File: config.mk
export PLATFORM = sky130hd
export DESIGN_NAME = irq_rst_regbank
export DESIGN_NICKNAME = d
export VERILOG_FILES = /design/src/rtl/irq_rb_pkg.sv /design/src/rtl/irq_rb_decode.sv /design/src/rtl/irq_rb_status.sv /design/src/rtl/irq_rb_softrst.sv /design/src/rtl/irq_rst_regbank.sv
export SDC_FILE = /design/constraint.sdc
export NUM_CORES = 1
export LEC_CHECK = 0
export ABC_AREA = 1
export BUFFER_PORTS_ARGS = -buffer_cell sky130_fd_sc_hd__buf_4
export CAP_MARGIN = 30
export CORE_UTILIZATION = 53
export CTS_BUF_LIST = sky130_fd_sc_hd__clkbuf_4 sky130_fd_sc_hd__clkbuf_8
export DETAILED_ROUTE_END_ITERATION = 10
export GPL_TIMING_DRIVEN = 0
export PLACE_DENSITY = 0.95
export RECOVER_POWER = 25
export SKIP_CTS_REPAIR_TIMING = 1
export SKIP_LAST_GASP = 1
export SLEW_MARGIN = 25
export SYNTH_ARGS = -nofsm -noshare
export SYNTH_HDL_FRONTEND = slang
export SYNTH_SLANG_ARGS = --single-unit
File: constraint.sdc
create_clock -name clk -period 3.5 [get_ports clk]
set_input_delay 0.7 -clock clk [delete_from_list [all_inputs] [get_ports clk]]
set_output_delay 0.7 -clock clk [all_outputs]
set_load 0.005 [all_outputs]
File: src/rtl/irq_rb_pkg.sv
package irq_rb_pkg;
  parameter int unsigned ADDR_W  = 8;
  parameter int unsigned DATA_W  = 32;
  parameter int unsigned EVT_N   = 8;
  parameter logic [7:0]  OFS_GATE = 8'h1C;
  parameter logic [7:0]  OFS_STS  = 8'h20;
  parameter logic [7:0]  OFS_EN   = 8'h28;
  parameter logic [7:0]  OFS_RST  = 8'h40;
  parameter int unsigned RST_KEY  = 32'h0000_000A;

  typedef enum logic [2:0] {
    SEL_NONE,
    SEL_GATE,
    SEL_STS,
    SEL_EN,
    SEL_RST
  } reg_sel_e;
endpackage

File: src/rtl/irq_rb_decode.sv
module irq_rb_decode
  import irq_rb_pkg::*;
#(
  parameter int unsigned AW = ADDR_W
) (
  input  logic [AW-1:0] addr,
  output reg_sel_e      sel
);
  always_comb begin
    if (addr == AW'(OFS_GATE))     sel = SEL_GATE;
    else if (addr == AW'(OFS_STS)) sel = SEL_STS;
    else if (addr == AW'(OFS_EN))  sel = SEL_EN;
    else if (addr == AW'(OFS_RST)) sel = SEL_RST;
    else                           sel = SEL_NONE;
  end
endmodule

File: src/rtl/irq_rb_status.sv
module irq_rb_status #(
  parameter int unsigned N = 8
) (
  input  logic         clk,
  input  logic         rst,
  input  logic         clr,
  input  logic         sts_wr,
  input  logic         en_wr,
  input  logic [N-1:0] wbits,
  input  logic [N-1:0] evt,
  output logic [N-1:0] sts_q,
  output logic [N-1:0] en_q,
  output logic [N-1:0] sts_d,
  output logic [N-1:0] en_d
);
  for (genvar i = 0; i < N; i++) begin : g_bit
    always_comb begin
      if (clr) begin
        sts_d[i] = 1'b0;
        en_d[i]  = 1'b0;
      end else begin
        // invert on written one, event has priority
        sts_d[i] = (sts_q[i] ^ (sts_wr & wbits[i])) | evt[i];
        en_d[i]  = en_wr ? wbits[i] : en_q[i];
      end
    end

    always_ff @(posedge clk) begin
      if (rst) begin
        sts_q[i] <= 1'b0;
        en_q[i]  <= 1'b0;
      end else begin
        sts_q[i] <= sts_d[i];
        en_q[i]  <= en_d[i];
      end
    end
  end
endmodule

File: src/rtl/irq_rb_softrst.sv
module irq_rb_softrst #(
  parameter int unsigned DW  = 32,
  parameter int unsigned KEY = 32'hA
) (
  input  logic          clk,
  input  logic          rst,
  input  logic          hit,
  input  logic [DW-1:0] wdata,
  output logic          fire,
  output logic          pulse_q
);
  assign fire = hit && (wdata == DW'(KEY));

  always_ff @(posedge clk) begin
    if (rst) pulse_q <= 1'b0;
    else     pulse_q <= fire;
  end
endmodule

File: src/rtl/irq_rst_regbank.sv
module irq_rst_regbank
  import irq_rb_pkg::*;
#(
  parameter int unsigned AW  = ADDR_W,
  parameter int unsigned DW  = DATA_W,
  parameter int unsigned NEV = EVT_N
) (
  input  logic          clk,
  input  logic          rst,
  input  logic [AW-1:0] bus_addr,
  input  logic          bus_wr,
  input  logic [DW-1:0] bus_wdata,
  input  logic          bus_rd,
  output logic [DW-1:0] bus_rdata,
  input  logic [NEV-1:0] evt_i,
  output logic          irq_o,
  output logic          soft_rst_o
);
  localparam int unsigned GATE_BIT = DW - 1;

  reg_sel_e       sel;
  logic           fire;
  logic [NEV-1:0] sts_q, en_q, sts_d, en_d;
  logic           gate_q, gate_d;
  logic           irq_q;
  logic [DW-1:0]  rdata_q, rdata_d;

  irq_rb_decode #(.AW(AW)) u_dec (
    .addr (bus_addr),
    .sel  (sel)
  );

  irq_rb_softrst #(.DW(DW), .KEY(RST_KEY)) u_srst (
    .clk     (clk),
    .rst     (rst),
    .hit     (bus_wr && (sel == SEL_RST)),
    .wdata   (bus_wdata),
    .fire    (fire),
    .pulse_q (soft_rst_o)
  );

  irq_rb_status #(.N(NEV)) u_sts (
    .clk    (clk),
    .rst    (rst),
    .clr    (fire),
    .sts_wr (bus_wr && (sel == SEL_STS)),
    .en_wr  (bus_wr && (sel == SEL_EN)),
    .wbits  (bus_wdata[NEV-1:0]),
    .evt    (evt_i),
    .sts_q  (sts_q),
    .en_q   (en_q),
    .sts_d  (sts_d),
    .en_d   (en_d)
  );

  always_comb begin
    if (fire)                          gate_d = 1'b0;
    else if (bus_wr && sel == SEL_GATE) gate_d = bus_wdata[GATE_BIT];
    else                               gate_d = gate_q;
  end

  always_comb begin
    rdata_d = '0;
    if (bus_rd) begin
      case (sel)
        SEL_GATE: rdata_d[GATE_BIT]  = gate_q;
        SEL_STS:  rdata_d[NEV-1:0]   = sts_q;
        SEL_EN:   rdata_d[NEV-1:0]   = en_q;
        default:  rdata_d            = '0;
      endcase
    end
  end

  always_ff @(posedge clk) begin
    if (rst) begin
      gate_q  <= 1'b0;
      irq_q   <= 1'b0;
      rdata_q <= '0;
    end else begin
      gate_q  <= gate_d;
      irq_q   <= gate_d & (|(sts_d & en_d));
      rdata_q <= rdata_d;
    end
  end

  assign irq_o     = irq_q;
  assign bus_rdata = rdata_q;
endmodule

Yosys cells after proc, flatten, opt, wreduce, memory -nomap -nowiden
Cells that the tools add are included.
W data, S select, Z words.
{"block": "op_classes", "eq_ne": 9, "muxes": 31, "bitwise": 28, "n_reduce_logical": 8}
{"cell": "$eq A32 B4 Y1 const B", "n": 1}
{"cell": "$mux W1", "n": 26}
{"cell": "$eq A8 B6 Y1 const B", "n": 2}
{"cell": "$pmux W8 S2", "n": 1}
{"cell": "$mux W3", "n": 4}
{"cell": "$and A1 B1 Y1", "n": 9}
{"cell": "$and A8 B8 Y8", "n": 1}
{"cell": "$eq A8 B5 Y1 const B", "n": 1}
{"cell": "$eq A8 B7 Y1 const B", "n": 1}
{"cell": "$or A1 B1 Y1", "n": 8}
{"cell": "$reduce_or A8 Y1", "n": 1}
{"cell": "$xor A1 B1 Y1", "n": 8}
{"cell": "$eq A3 B2 Y1 const B", "n": 2}
{"cell": "$logic_and A1 B1 Y1", "n": 5}
{"cell": "$eq A3 B1 Y1 const B", "n": 1}
{"cell": "$eq A3 B3 Y1 const B", "n": 1}
{"cell": "$reduce_or A3 Y1", "n": 1}
{"cell": "$not A1 Y1", "n": 2}
{"cell": "$reduce_or A2 Y1", "n": 1}
{"block": "word_totals", "regBits": 51, "inputBits": 52, "word_cells": 98}

Longest topological paths before layout
{"block": "logic_depth", "depth_word": 14, "mapped_depth": 14, "mapped_depth_nobuf": 13}

Cells and area by module
Synthesis repeated with hierarchy kept, for this count alone.
{"block": "hier_totals", "hier_cells": 286, "area_unflattened_um2": 1894.3}
{"module": "irq_rb_status", "instances": 1, "cells_each": 128, "area_per_inst_um2": 939.7}
{"module": "irq_rst_regbank", "instances": 1, "cells_each": 98, "area_per_inst_um2": 689.4}
{"module": "irq_rb_softrst", "instances": 1, "cells_each": 34, "area_per_inst_um2": 151.4}
{"module": "irq_rb_decode", "instances": 1, "cells_each": 26, "area_per_inst_um2": 113.9}

Least setup slack after synthesis
OpenSTA, ideal clock, no wires.
{"block": "synth_timing", "kind": "input to register", "start": "in bus_addr[1]", "end": "reg irq_q, in the netlist irq_o", "setup_ps": 117, "t_arrival_ps": 1703, "required_time_ps": 3383, "path_slack_ps": 1680, "path_stages": 11, "n_path_buf": 1, "cell_sequence": "nor2_2 nand2_2 nor3_4 nand2_2 clkinv_1 buf_6 nor2_1 nand2_1 nand2_1 nor2_1 a21oi_1"}
{"block": "synth_between", "elab_chain_cells": 14, "elab_cells_between_ends": 70, "cone_classes": "8 x eq/ne; 30 x mux; 26 x bitwise; 6 x reduce/logical"}
{"element": "start, declared", "line": "irq_rst_regbank.sv:10", "rtl": "input logic [AW-1:0] bus_addr,"}
{"element": "$eq A8 B7 Y1", "line": "irq_rb_decode.sv:13", "rtl": "else if (addr == AW'(OFS_RST)) sel = SEL_RST;"}
{"element": "$mux W3", "line": "irq_rb_decode.sv:13"}
{"element": "$mux W3", "line": "irq_rb_decode.sv:12", "rtl": "else if (addr == AW'(OFS_EN)) sel = SEL_EN;"}
{"element": "$mux W3", "line": "irq_rb_decode.sv:11", "rtl": "else if (addr == AW'(OFS_STS)) sel = SEL_STS;"}
{"element": "$mux W3 *", "line": "irq_rb_decode.sv:10", "rtl": "if (addr == AW'(OFS_GATE)) sel = SEL_GATE;"}
{"element": "$eq A3 B2 Y1", "line": "irq_rst_regbank.sv:46", "rtl": ".sts_wr (bus_wr && (sel == SEL_STS)),"}
{"element": "$logic_and A1 B1 Y1", "line": "irq_rst_regbank.sv:46"}
{"element": "$and A1 B1 Y1", "line": "irq_rb_status.sv:23", "rtl": "sts_d[i] = (sts_q[i] ^ (sts_wr & wbits[i])) | evt[i];"}
{"element": "$xor A1 B1 Y1", "line": "irq_rb_status.sv:23"}
{"element": "$or A1 B1 Y1", "line": "irq_rb_status.sv:23"}
{"element": "$mux W1", "line": "irq_rb_status.sv:18", "rtl": "if (clr) begin"}
{"element": "$and A8 B8 Y8", "line": "irq_rst_regbank.sv:81", "rtl": "irq_q <= gate_d & (|(sts_d & en_d));"}
{"element": "$reduce_or A8 Y1", "line": "irq_rst_regbank.sv:81"}
{"element": "$and A1 B1 Y1 *", "line": "irq_rst_regbank.sv:81"}
{"element": "end signal, assigned", "line": "irq_rst_regbank.sv:81"}
{"element": "end, declared", "line": "irq_rst_regbank.sv:25", "rtl": "logic irq_q;"}
Every way passes the cells marked *; elsewhere a longest branch is shown, timed or not.
A chain may end at the register's enable or synchronous reset.

Worst setup path after layout
{"block": "layout_timing", "start": "in bus_wdata[5]", "end": "reg irq_q, in the netlist irq_o"}
{"block": "layout_between", "elab_chain_cells": 7, "elab_cells_between_ends": 26, "cone_classes": "1 x eq/ne; 18 x mux; 5 x bitwise; 2 x reduce/logical"}
{"element": "start, declared", "line": "irq_rst_regbank.sv:12", "rtl": "input logic [DW-1:0] bus_wdata,"}
{"element": "branches (longest 6 deep; another with $eq A32 B4 Y1)"}
{"element": "$and A1 B1 Y1 *", "line": "irq_rst_regbank.sv:81"}
Every way passes the cells marked *.

==> impl_results.md <==
* GR Util met2 at 0.457
* Worst Reg-to-Reg Cells at 7
* Met1 Usage GRT at 0.372
* Gate Count Post-Synth at roughly 300
* Final Cycle Share at 0.576
* Largest net degree at the start of global routing at 17
* Crit path kind: in2reg
* DR WL/cell at ~11 um
* CTS Root Cell: clkbuf_4
* Nets at roughly 440
* Final hold violations at 0
* TritonCTS Buffers at 3
* Syn Area/Cell at between 6 and 7 um2
* Peak VDD IR at 0.176 mV
* Global-route wire length before repair at just under 8000 um
* Vias at 2,130
* Drt first pass iters at 4
* Area leader, netlist: dfxtp_1
* CTS tree: built
* Register bit total from synthesis at 28
* Min-Delay Path Depth at 2
* Status: completed
* Iteration-0 DRC Markers at 191
* Initial antenna violation count at 0
* Top cells by area, synth: dfxtp_1 (29%), nand2_1 (16%), buf_4 (10%), inv_1 (7.5%), nand4_1 (5.6%)
* Final setup fails at 0
* PwrDens at ~270 nW/um2
* Cell variety after synth at 25
* Setup Total Neg Slack at 0 ps
* Placer Congestion at roughly 0.9
* Crit end category: register
* Die Area at ~3800 um2
* WP data required at roughly 3700 ps
* Yosys warnings at 0
* HP Class: reg2reg
* Core region area at 3390 um2
* Site Rows at 21
* Post-layout min period at just over 2000 ps
* MaxCap Viol Count at 0
* Mapped Area at roughly 1900 um2
* Pwr Total at a little under 700 uW
* Ant diodes at 0
* Worst-path clk slew at 160 ps
* Most frequent cells in the layout: nand2_1 (82), buf_4 (79), inv_1 (38), nor2_1 (29), dfxtp_1 (28)
* RSZ-0062 raised after global routing: false
* Overall Global Routing Usage at 0.273
* Sequential area share after synthesis at 0.294
* Worst Skew at approximately 11 ps
* Vias in the first global route at 1,834
* GR peak layer: met2
* CP Launch Type: primary input
* Lkg Pwr at approximately 1.3 nW
* Die Width at 62.0 um
* Initial core utilization at 0.563
* Dpl hpwl at about 4000 um
* Grt met3 use at 0.0269
* H-tree levels at 1
* Leading cell type in the layout, fill and taps excluded: nand2_1
* Area of the multi-input gates at 1040 um2
* CP Max Fanout at 10
* Area delta synth->final at 33.5%
* Seq. cell area at 561 um2
* Clock latency on the worst-skew pair at ~340 ps
* Fillers at between 200 and 300
* Final WL at 4910 um
* Clock buffer depth at 2
* Share of layout cells above drive strength 1 at 0.285
* Worst Path Arrival at ~2300 ps
* Fmax at ~500 MHz
* Vert. Die Dim at 62.0 um
* Fin. max-slew vios at 0
* Grt ovf at 0
* Vias per cell at 4.89
* Top cell type's share of synthesized area at 0.294
* # port buffers at 61
* I/O pin count at 86
* Clock sinks at 28
* Drt drc at 0
* DRT antenna net count at 0
## critical path: stages
cell and delay (ps):
buf_4 130, nor2_1 140, nand2_1 80, nor2_2 120
nand2_2 40, nor2_1 310, nand2_2 150, clkinv_1 100
buf_6 130, nor2_1 50, nand2_1 50, nand2_1 50
nor2_1 110, a21oi_1 90
## kinds of logic after synthesis
kind of cell    share of synthesized area
other cells                       0.00196
buf+inv                             0.199
mux                               0.00590
flops                               0.294
simple gates                        0.442
compound gates                     0.0577
## per-stage QoR
step                      setup WS [ps]  hold slack [ps]  instances  cell area (um2)   util
after global routing               1350              500        436             2550  0.752
after global placement             1350              452        432             2510  0.740
after detailed placement           1330              458        432             2510  0.740
after CTS                          1680              480        436             2560  0.755
final                              1480              478        436             2550  0.752
after floorplan                    1680              441        325             1990      -
## power by group
group | internal (mW) | switching [mW]
Clock | 0.116 | 0.101
Sequential | 0.326 | 0.00600
Combinational | 0.0696 | 0.0676
Total | 0.511 | 0.175
## final timing paths
| check | start | end | slack [ps] |
|---|---|---|---|
| hold / removal | u_sts.en_q[1] | bus_rdata[1] | 480 |
| setup / recovery | bus_wdata[5] | irq_o | 1480 |
| setup reg to reg | u_sts.sts_q[0] | irq_o | 2390 |
| hold reg to reg | u_sts.en_q[1] | bus_rdata[1] | 480 |
## metal layers
| metal | up-vias | share of wire | wire, um |
|---|---|---|---|
| met5 | - | 0 | 0 |
| met4 | 0 | 0.012 | 60 |
| met3 | 7 | 0.061 | 301 |
| met2 | 79 | 0.48 | 2370 |
| met1 | 943 | 0.44 | 2180 |
| li1 | 1101 | - | - |
## final cells by class
class	instances	area share
Buffer	30	0.0859
Clock buffer	3	0.00884
Clock inverter	1	0.0118
Inverter	43	0.0633
Multi-Input combinational cell	224	0.409
Sequential cell	28	0.220
Tap cell	46	0.0226
Timing Repair Buffer	61	0.178
## state kept, by name (all words and copies together), names as in the netlist
register	flops
bus_rdata	9
gate_q	1
irq_o	1
u_srst.pulse_q	1
u_sts.en_q	8
u_sts.sts_q	8
## synthesized netlist by cell type
| cell type | number |
|---|---|
| buf_4 | 26 |
| nand2_2 | 3 |
| o21ai_1 | 1 |
| nand4_1 | 17 |
| dfxtp_1 | 28 |
| mux2_2 | 1 |
| inv_2 | 4 |
| inv_1 | 38 |
| nor2_1 | 28 |
| nor4b_1 | 1 |
| conb_1 | 1 |
| clkinv_1 | 1 |
| nor3_1 | 10 |
| a21oi_1 | 21 |
| buf_6 | 1 |
| nor2_4 | 3 |
| nand3_1 | 18 |
| nand3_4 | 1 |
| nor4_1 | 6 |
| clkbuf_1 | 2 |
| nand3b_1 | 1 |
| nor3_4 | 1 |
| nand2_1 | 82 |
| nor2_2 | 7 |
| buf_2 | 1 |
(Power assumes the default switching activity.)
